**src/rtl/fma_sr_pkg.sv**
```systemverilog
// Package: shared operand-class encoding and variant codes for the
// FMA special-operand resolver. Assumes classes arrive pre-decoded.
package fma_sr_pkg;

    typedef enum logic [2:0] {
        CLS_ZERO = 3'd0,
        CLS_NORM = 3'd1,
        CLS_SUB  = 3'd2,
        CLS_INF  = 3'd3,
        CLS_QNAN = 3'd4,
        CLS_SNAN = 3'd5
    } op_class_e;

    localparam logic [1:0] VAR_MADD  = 2'd0;
    localparam logic [1:0] VAR_MSUB  = 2'd1;
    localparam logic [1:0] VAR_NMADD = 2'd2;
    localparam logic [1:0] VAR_NMSUB = 2'd3;

    localparam logic [1:0] RM_DOWN = 2'd3;

endpackage

```
**src/rtl/fma_sign_prep.sv**
```systemverilog
// Module: derives the effective product and addend signs from the raw
// operand signs, the variant code and the fused-form flag.
// Assumes: variant codes as in fma_sr_pkg.
module fma_sign_prep
    import fma_sr_pkg::*;
(
    input  logic       sign_x,
    input  logic       sign_y,
    input  logic       sign_z,
    input  logic [1:0] variant,
    input  logic       fused_form,
    output logic       prod_sign,
    output logic       add_sign
);

    logic neg_prod;
    logic neg_add;

    // Decode the variant into the two negation flags.
    always_comb begin
        unique case (variant)
            VAR_MADD:  begin neg_prod = 1'b0;       neg_add = 1'b0;        end
            VAR_MSUB:  begin neg_prod = fused_form; neg_add = !fused_form; end
            VAR_NMADD: begin neg_prod = 1'b1;       neg_add = 1'b1;        end
            default:   begin neg_prod = 1'b1;       neg_add = 1'b0;        end
        endcase
    end

    // Apply the negations to the raw signs.
    always_comb begin
        prod_sign = sign_x ^ sign_y ^ neg_prod;
        add_sign  = sign_z ^ neg_add;
    end

endmodule

```
**src/rtl/fma_nan_pick.sv**
```systemverilog
// Module: selects the NaN result when any operand is a NaN.
// Any signalling NaN outranks any quiet NaN; within a kind the lowest
// index wins (index 0 = z, 1 = x, 2 = y). Signalling NaNs are quieted.
// Assumes: classes are consistent with the operand bits.
module fma_nan_pick
    import fma_sr_pkg::*;
#(
    parameter int W      = 32,
    parameter int N_OPS  = 3,
    parameter int QBIT   = 22
) (
    input  logic [N_OPS-1:0][W-1:0] ops,
    input  logic [N_OPS-1:0][2:0]   cls,
    output logic                    hit,
    output logic                    raise_inv,
    output logic [W-1:0]            value
);

    logic [N_OPS-1:0] is_snan;
    logic [N_OPS-1:0] is_qnan;
    logic [W-1:0]     snan_sel;
    logic [W-1:0]     qnan_sel;

    // Per-operand NaN kind detection.
    for (genvar i = 0; i < N_OPS; i++) begin : g_kind
        assign is_snan[i] = (cls[i] == CLS_SNAN);
        assign is_qnan[i] = (cls[i] == CLS_QNAN);
    end

    // Priority pick: scan from the highest index so the lowest one wins.
    always_comb begin
        snan_sel = '0;
        qnan_sel = '0;
        for (int i = N_OPS - 1; i >= 0; i--) begin
            if (is_snan[i]) snan_sel = ops[i];
            if (is_qnan[i]) qnan_sel = ops[i];
        end
    end

    // Merge the two kinds; signalling first, quieted on the way out.
    always_comb begin
        hit       = |is_snan || |is_qnan;
        raise_inv = |is_snan;
        if (|is_snan) begin
            value       = snan_sel;
            value[QBIT] = 1'b1;
        end else if (|is_qnan) begin
            value = qnan_sel;
        end else begin
            value = '0;
        end
    end

endmodule

```
**src/rtl/fma_inf_zero_rules.sv**
```systemverilog
// Module: infinity and zero rules for non-NaN operands. Produces a
// fixed result for inf*0, inf-inf, infinite products, zero products
// and finite products meeting an infinite addend.
// Assumes: no operand is a NaN (the NaN path outranks this one).
module fma_inf_zero_rules
    import fma_sr_pkg::*;
#(
    parameter int EXP_W  = 8,
    parameter int FRAC_W = 23
) (
    input  logic [EXP_W+FRAC_W:0] op_z,
    input  logic [2:0]            cls_x,
    input  logic [2:0]            cls_y,
    input  logic [2:0]            cls_z,
    input  logic                  prod_sign,
    input  logic                  add_sign,
    input  logic [1:0]            rmode,
    output logic                  hit,
    output logic                  raise_inv,
    output logic [EXP_W+FRAC_W:0] value
);

    localparam int W = EXP_W + FRAC_W + 1;
    localparam logic [W-1:0] DEF_NAN =
        {1'b0, {EXP_W{1'b1}}, 1'b1, {(FRAC_W-1){1'b0}}};

    logic x_inf, y_inf, x_zero, y_zero, z_inf, z_zero;

    // Class shorthand for the rule tree.
    always_comb begin
        x_inf  = (cls_x == CLS_INF);
        y_inf  = (cls_y == CLS_INF);
        x_zero = (cls_x == CLS_ZERO);
        y_zero = (cls_y == CLS_ZERO);
        z_inf  = (cls_z == CLS_INF);
        z_zero = (cls_z == CLS_ZERO);
    end

    // Rule tree, in decreasing priority.
    always_comb begin
        hit       = 1'b1;
        raise_inv = 1'b0;
        value     = '0;
        if ((x_inf && y_zero) || (x_zero && y_inf)) begin
            raise_inv = 1'b1;
            value     = DEF_NAN;
        end else if (x_inf || y_inf) begin
            if (z_inf && (add_sign != prod_sign)) begin
                raise_inv = 1'b1;
                value     = DEF_NAN;
            end else begin
                value = {prod_sign, {EXP_W{1'b1}}, {FRAC_W{1'b0}}};
            end
        end else if (x_zero || y_zero) begin
            if (z_inf) begin
                value = {add_sign, {EXP_W{1'b1}}, {FRAC_W{1'b0}}};
            end else if (z_zero && (add_sign != prod_sign)) begin
                value = {(rmode == RM_DOWN), {(W-1){1'b0}}};
            end else begin
                value = op_z;
            end
        end else if (z_inf) begin
            value = {add_sign, {EXP_W{1'b1}}, {FRAC_W{1'b0}}};
        end else begin
            hit = 1'b0;
        end
    end

endmodule

```
**src/rtl/fma_special_resolver.sv**
```systemverilog
// Module: top of the FMA special-operand resolver. Combines sign
// preparation, NaN selection and the infinity/zero rules; raises
// compute when no rule fixes the result. Purely combinational.
// Assumes: cls_* agree with the operand bits.
module fma_special_resolver
    import fma_sr_pkg::*;
#(
    parameter int EXP_W  = 8,
    parameter int FRAC_W = 23
) (
    input  logic [EXP_W+FRAC_W:0] op_z,
    input  logic [EXP_W+FRAC_W:0] op_x,
    input  logic [EXP_W+FRAC_W:0] op_y,
    input  logic [2:0]            cls_z,
    input  logic [2:0]            cls_x,
    input  logic [2:0]            cls_y,
    input  logic [1:0]            variant,
    input  logic                  fused_form,
    input  logic [1:0]            rmode,
    output logic [EXP_W+FRAC_W:0] result,
    output logic                  invalid,
    output logic                  compute
);

    localparam int W    = EXP_W + FRAC_W + 1;
    localparam int QBIT = FRAC_W - 1;

    logic prod_sign, add_sign;
    logic nan_hit, nan_inv;
    logic [W-1:0] nan_val;
    logic iz_hit, iz_inv;
    logic [W-1:0] iz_val;
    logic [2:0][W-1:0] ops_vec;
    logic [2:0][2:0]   cls_vec;

    // Priority-ordered operand vectors: z, x, y.
    assign ops_vec = {op_y, op_x, op_z};
    assign cls_vec = {cls_y, cls_x, cls_z};

    fma_sign_prep u_sign (
        .sign_x     (op_x[W-1]),
        .sign_y     (op_y[W-1]),
        .sign_z     (op_z[W-1]),
        .variant    (variant),
        .fused_form (fused_form),
        .prod_sign  (prod_sign),
        .add_sign   (add_sign)
    );

    fma_nan_pick #(.W(W), .N_OPS(3), .QBIT(QBIT)) u_nan (
        .ops       (ops_vec),
        .cls       (cls_vec),
        .hit       (nan_hit),
        .raise_inv (nan_inv),
        .value     (nan_val)
    );

    fma_inf_zero_rules #(.EXP_W(EXP_W), .FRAC_W(FRAC_W)) u_iz (
        .op_z      (op_z),
        .cls_x     (cls_x),
        .cls_y     (cls_y),
        .cls_z     (cls_z),
        .prod_sign (prod_sign),
        .add_sign  (add_sign),
        .rmode     (rmode),
        .hit       (iz_hit),
        .raise_inv (iz_inv),
        .value     (iz_val)
    );

    // Final merge: NaN path outranks the infinity/zero path.
    always_comb begin
        if (nan_hit) begin
            result  = nan_val;
            invalid = nan_inv;
            compute = 1'b0;
        end else if (iz_hit) begin
            result  = iz_val;
            invalid = iz_inv;
            compute = 1'b0;
        end else begin
            result  = '0;
            invalid = 1'b0;
            compute = 1'b1;
        end
    end

endmodule

```
**config.mk**
```make
export PLATFORM = sky130hd
export DESIGN_NAME = fma_special_resolver
export DESIGN_NICKNAME = d
export VERILOG_FILES = /design/src/rtl/fma_sr_pkg.sv /design/src/rtl/fma_sign_prep.sv /design/src/rtl/fma_nan_pick.sv /design/src/rtl/fma_inf_zero_rules.sv /design/src/rtl/fma_special_resolver.sv
export SDC_FILE = /design/constraint.sdc
export NUM_CORES = 1
export LEC_CHECK = 0
export BUFFER_PORTS_ARGS = -buffer_cell sky130_fd_sc_hd__buf_2
export CORE_MARGIN = 2
export CORE_UTILIZATION = 45
export DETAILED_ROUTE_END_ITERATION = 16
export PLACE_DENSITY_LB_ADDON = 0.1
export SETUP_SLACK_MARGIN = 0.4
export SLEW_MARGIN = 25
export SYNTH_ARGS = -nofsm -noshare
export SYNTH_HDL_FRONTEND = slang
export SYNTH_HIERARCHICAL = 1
export SYNTH_SLANG_ARGS = --single-unit
```
**constraint.sdc**
```tcl
create_clock -name vclk -period 3
set_clock_uncertainty 0.05 [all_clocks]
set_input_delay 0.45 -clock vclk [all_inputs]
set_output_delay 0.45 -clock vclk [all_outputs]
set_load 0.01 [all_outputs]
```
==> qor.yml, run 1 <==
overflow: 0
synth_area_um2: 2240
drv_slew: 0
start_util: 0.471
post-route-drc-count: 0
wire_per_inst_um: 18.0
num-clock-buffers: 0
end_kind: "output port"
cp_data_required_time_ns: 2.50
io_buffers: 144
core_area_um2: 4750
hp-class: "in -> out"
track_usage: 0.316
post-route-period-util: 0.991
arrival_ns: 2.47
power.density_nw_per_um2: 189
final_cells: 528
synthCells: 325
drt-met1-wl_um: 3680
tightest_slew_ns: 0.794
drt-initial-drc-count: 375
peakVddDrop_uv: 122
setup_viol_count_final: 0
max_slew_margin: 0.471
grt_setup_unrepaired: "true"
io_pins: 144
finalSetupTns_ns: 0
ant_nets: 0
avgViaCountPerCell: 6.70
period_needed_ns: 2.97
first_pass_iters: 5
design.seq.count: 0
antenna_found_initial: 0
seq_area_um2: 0
finish.utilization: 0.701
dr_wl_met3_um: 946
die_h_um: 74.5
dp_hpwl_um: 6160
die_x_um: 74.5
finalNetCount: 576
diodes: 0
core.rowCount: 25
postSynthAreaPerCell_um2: 6.89
path_class: "in -> out"
worstPathMaxFanout: 3
top_layer_used: "met4"
p_total_mw: 0.629
synth_nets: 438
p_leak_nw: 1.53
yosysSeqAreaShare: 0
grt_pass1_wl_um: 14500
final_hold_viol_count: 0
grt_max_degree: 34
routed_wl_um: 9510
routed-wl-met2_um: 4660
yosys_warnings: 6
place_inst: 517
dieArea_um2: 5550
grt_pass1_vias: 3179
gp_congestion: 0.856
max_freq_ghz: 0.336
start_kind: "input pin"
syn_to_final_growth_pct: 48.8
synth_cell_types: 45
status: "completed"
vias: 3539
cap_violations: 0
drive_gt1_frac: 0.484
logic make-up (layout without fill, tap and decap cells):
group,Yosys count,in the layout,share of synthesized area
buf+inv,44,180,0.105
fa+ha+maj,3,3,0.0168
compound gates,153,153,0.589
simple gates,121,121,0.271
xor+xnor,4,4,0.0190
layer usage:
layer	vias to the layer above	GRT usage
met3	35	0.0312
li1	1609	-
met5	-	0
met4	0	0.0972
met2	255	0.540
met1	1640	0.419
timing repair:
| action | CTS | global route |
|---|---|---|
| endpoints found under the setup margin | 32 | 33 |
| hold buffers | 0 | 0 |
| pin swaps | 52 | 11 |
| setup buffers | 8 | 0 |
| gates resized for setup | 35 | 15 |
| cloned | 3 | 0 |
critical path, stage by stage:
cell,delay [ns]
buf_8,0.11
inv_8,0.05
ha_4,0.12
nor2b_4,0.16
o21ai_2,0.07
xnor2_2,0.15
xnor2_2,0.15
buf_4,0.16
or4_4,0.52
a21oi_2,0.16
o21a_1,0.15
a22o_2,0.13
buf_6,0.09
cells in the mapped netlist (2+ instances only):
library cell	number	share of area
nand2_1	8	0.013
o21ai_1	4	0.0089
nor3_1	3	0.0067
a21o_1	9	0.030
a221oi_1	62	0.24
o21ai_0	2	0.0045
clkbuf_1	23	0.039
nand2b_1	4	0.011
buf_4	2	0.0067
xnor2_1	3	0.012
nor2_1	68	0.11
buf_2	7	0.016
nor2b_4	2	0.012
inv_1	5	0.0084
and2_1	22	0.061
o32ai_1	31	0.12
and3b_1	2	0.0078
ha_1	3	0.017
a21oi_2	2	0.0078
a22o_1	30	0.12
nor3b_2	2	0.011
buf_6	7	0.035
nor4bb_1	2	0.0089
worst paths after layout:
kind | startpoint | endpoint | slack, ns | cells past startpoint
setup / recovery | variant[1] | result[31] | 0.03 | 13
hold / removal | op_z[24] | result[24] | 1.27 | 4
cell type report:
| type | instances | area [um^2] |
|---|---|---|
| fill | 454 | 1420 |
| inverter | 5 | 26.3 |
| multi-input combinational | 281 | 2160 |
| tap | 67 | 83.8 |
| timing repair buffer | 175 | 1060 |
per-stage QoR:
step                worst slack, ns  instance area [um^2]  hold WS (ns)
finish                       0.0257                  3330          1.27
global route                -0.0562                  3330          1.30
CTS                          0.0755                  3280          1.27
detailed placement           0.0786                  3030          1.27
global placement              0.134                  3030          1.27
floorplan                     0.413                  2250          1.09
power by group:
part / switching, mW / total [mW] / internal, mW / leakage (nW)
clock: 0 / 0 / 0 / 0
sequential: 0 / 0 / 0 / 0
combinational: 0.319 / 0.629 / 0.309 / 1.53
total: 0.319 / 0.629 / 0.309 / 1.53
layout by cell type (no fill, tap or decap), types with 2 or more instances in the layout:
cell type and n:
and3b_1 2, nor2b_4 2, o21ai_1 3, nand2b_1 4
buf_6 9, buf_16 2, buf_2 140, nor3b_4 2
a221oi_1 62, nor2_2 2, nor2_1 66, buf_4 22
a21o_1 9, o32ai_1 31, xnor2_2 3, nand2_1 8
ha_4 2, a22o_1 30, o21ai_2 2, inv_1 3
a21oi_2 2, o21ai_0 2, nor4bb_1 2, and2_4 21
o31ai_4 2, nor3_1 2
No activity file was read; power rests on OpenSTA's default activity.
==> run 2, diff against run 1 <==
==> constraint.sdc (replaced) <==
create_clock -name vclk -period 3
set_clock_uncertainty 0.05 [all_clocks]
set_input_delay 0.3 -clock vclk [all_inputs]
set_output_delay 0.3 -clock vclk [all_outputs]
set_load 0.01 [all_outputs]
==> qor.yml, run 2 (same netlist as run 1, synthesis figures left out) <==
vias: 3390
finalSetupTns_ns: 0
power.density_nw_per_um2: 185
avgViaCountPerCell: 6.49
final_common_cell: "buf_2"
mostFrequentLayoutCells: "buf_2, nor2_1, a221oi_1, o32ai_1, a22o_1"
max_freq_ghz: 0.379
syn_to_final_growth_pct: 46.2
core_area_um2: 4750
period_needed_ns: 2.64
die_x_um: 74.5
io_pins: 144
post-route-drc-count: 0
gp_congestion: 0.850
place_inst: 511
p_total_mw: 0.605
track_usage: 0.313
die_h_um: 74.5
finish.utilization: 0.688
hold_buffers: 0
grt_setup_unrepaired: "true"
arrival_ns: 2.29
drt-met1-wl_um: 3660
io_buffers: 144
routed_wl_um: 9200
tightest_slew_ns: 0.696
num-clock-buffers: 0
antenna_found_initial: 0
cap_violations: 0
start_util: 0.471
path_class: "in -> out"
seq_area_um2: 0
n_fill_cell: 428
whs_ns: 0.970
status: "completed"
wire_per_inst_um: 17.6
final_hold_viol_count: 0
drt-initial-drc-count: 318
dp_hpwl_um: 6070
diodes: 0
stdcell_area_um2: 3270
pre_cts_ws_ns: 0.225
drv_slew: 0
worstPathMaxFanout: 6
post-route-period-util: 0.880
grt_max_degree: 37
max_slew_margin: 0.536
first_pass_iters: 5
overflow: 0
start_kind: "input pin"
end_kind: "output port"
cp_data_required_time_ns: 2.65
p_leak_nw: 1.49
core.rowCount: 25
grt_pass1_vias: 3069
drive_gt1_frac: 0.459
design.seq.count: 0
setup_viol_count_final: 0
peakVddDrop_uv: 102
final_cells: 522
ant_nets: 0
finalWorstSetupSlack_ns: 0.359
dpl_cell_area_um2: 3000
dr_wl_met3_um: 931
top_layer_used: "met4"
routed-wl-met2_um: 4490
grt_pass1_wl_um: 14200
hp-class: "in -> out"
finalNetCount: 570
dieArea_um2: 5550
## run 2: area by class of cell
class,count,area [um^2],area share
multi-input combinational,281,2140,0.654
tap,67,83.8,0.0256
timing repair buffer,169,1030,0.314
inverter,5,23.8,0.00727
## run 2: worst max-delay path: stages
cell and delay [ns]:
buf_8 0.10, inv_6 0.05, ha_4 0.11, nor2b_4 0.15
a21oi_2 0.05, xnor2_2 0.25, xnor2_2 0.17, o21ai_2 0.10
a211oi_4 0.32, buf_6 0.16, buf_12 0.11, and2_4 0.13
a22o_1 0.14, buf_2 0.14
## run 2: report_power, final
group	switching (mW)	internal (mW)	leakage [nW]	total, mW
registers	0	0	0	0
logic	0.309	0.295	1.49	0.605
clock network	0	0	0	0
total	0.309	0.295	1.49	0.605
## run 2: path summary, 6_finish.rpt
kind,start,cells past startpoint,slack (ns),to
setup / recovery,variant[1],14,0.36,result[21]
hold / removal,op_z[27],4,0.97,result[27]
## run 2: what timing repair did
| action | 4_1_cts | 5_1_grt |
|---|---|---|
| gates resized for setup | 12 | 30 |
| pin swaps | 11 | 31 |
| buffers inserted | 7 | 2 |
| gates cloned | 1 | 1 |
| setup endpoints to repair | 26 | 33 |
## run 2: routing by layer
metal / global-route usage / vias up
li1: - / 1600
met1: 0.427 / 1565
met5: 0 / -
met4: 0.0655 / 0
met2: 0.543 / 209
met3: 0.0176 / 16
==> run 3, diff against run 2 <==
clock period = 2.9 ns   (was 3 ns; I/O delays follow)
==> qor.yml, run 3 (same netlist as run 1, synthesis figures left out) <==
max_freq_ghz: 0.396
drv_slew: 0
track_usage: 0.302
max_slew_margin: 0.529
mostFrequentLayoutCells: "buf_2, nor2_1, a221oi_1, o32ai_1, a22o_1"
diodes: 0
design.seq.count: 0
die_h_um: 74.5
core.rowCount: 25
slowest_delay_ns: 0.19
grt_max_degree: 33
final_hold_viol_count: 0
overflow: 0
post-route-period-util: 0.871
cap_violations: 0
final_common_cell: "buf_2"
arrival_ns: 2.19
post-route-drc-count: 0
syn_to_final_growth_pct: 40.7
p_leak_nw: 1.45
grt_setup_unrepaired: "true"
start_kind: "input pin"
finalSetupTns_ns: 0
finalNetCount: 570
end_kind: "output port"
seq_area_um2: 0
peakVddDrop_uv: 102
tightest_slew_ns: 0.706
period_needed_ns: 2.53
avgViaCountPerCell: 6.57
pre_cts_ws_ns: 0.218
drive_gt1_frac: 0.429
core_area_um2: 4750
io_buffers: 144
ant_nets: 0
crit_family: "buffers and inverters"
status: "completed"
crit_buf_inv: 5
power.density_nw_per_um2: 185
finalWorstSetupSlack_ns: 0.375
cp_data_required_time_ns: 2.56
wire_per_inst_um: 17.4
gp_congestion: 0.902
start_util: 0.471
num-clock-buffers: 0
worstPathMaxFanout: 7
grt_pass1_vias: 3165
dp_hpwl_um: 6270
vias: 3427
hp-class: "in -> out"
grt_pass1_wl_um: 14000
first_pass_iters: 5
dieArea_um2: 5550
io_pins: 144
routed_wl_um: 9090
antenna_found_initial: 0
setup_viol_count_final: 0
cp_slowest_cell: "a22o_1"
crit_chain: "buf_8 -> inv_8 -> ha_4 -> nor2b_4 -> o21ai_2 -> xnor2_2 -> xnor2_2 -> o21ai_1 -> a211oi_2 -> buf_4 -> buf_4 -> and2_1 -> a22o_1 -> buf_2"
n_fill_cell: 457
die_x_um: 74.5
drt-initial-drc-count: 371
path_class: "in -> out"
-- run 3: cell count changes in the layout (fill, tap and decap cells not counted), sizes merged --
cell / change
buf: +1
clkbuf: -1
-- run 3: worst paths after layout --
kind	end	startpoint	depth (start not counted)	slack (ns)
worst min-delay path	result[27]	op_z[27]	4	0.95
worst max-delay path	result[1]	variant[1]	14	0.37
-- run 3: layout make-up --
| class | instances | area [um^2] | area share |
|---|---|---|---|
| tap | 67 | 83.8 | 0.0266 |
| multi-input combinational | 281 | 2100 | 0.667 |
| timing repair buffer | 169 | 940 | 0.298 |
| inverter | 5 | 26.3 | 0.00834 |
-- run 3: metrics by stage --
stage | util | area, um^2 | total power, mW | hold WS, ns | std cells
2_1_floorplan | - | 2240 | 0.336 | 0.774 | 325
3_3_place_gp | 0.636 | 3020 | 0.535 | 0.948 | 519
3_5_place_dp | 0.636 | 3020 | 0.544 | 0.955 | 519
4_1_cts | 0.650 | 3090 | 0.562 | 0.956 | 520
5_1_grt | 0.662 | 3150 | 0.633 | 0.981 | 522
6_report | 0.662 | 3150 | 0.584 | 0.953 | 522
-- run 3: power by group --
group	switching (mW)	internal (mW)
Clock	0	0
Sequential	0	0
Combinational	0.308	0.276
Total	0.308	0.276
-- run 3: timing repair --
action                                 4_1_cts  5_1_grt
setup endpoints to repair                   32       33
cloned                                       0        1
buffers inserted                             1        1
gates resized for setup                     13       12
hold buffers                                 0        0
pin swaps                                    9        8
endpoints found under the hold margin        0        0
-- run 3: routing by layer --
metal	vias up	GRT usage	share of wire
li1	1595	-	-
met1	1589	0.397	0.40
met2	235	0.537	0.49
met3	8	0.0257	0.11
met4	0	0.0615	0.0025
met5	-	0	0
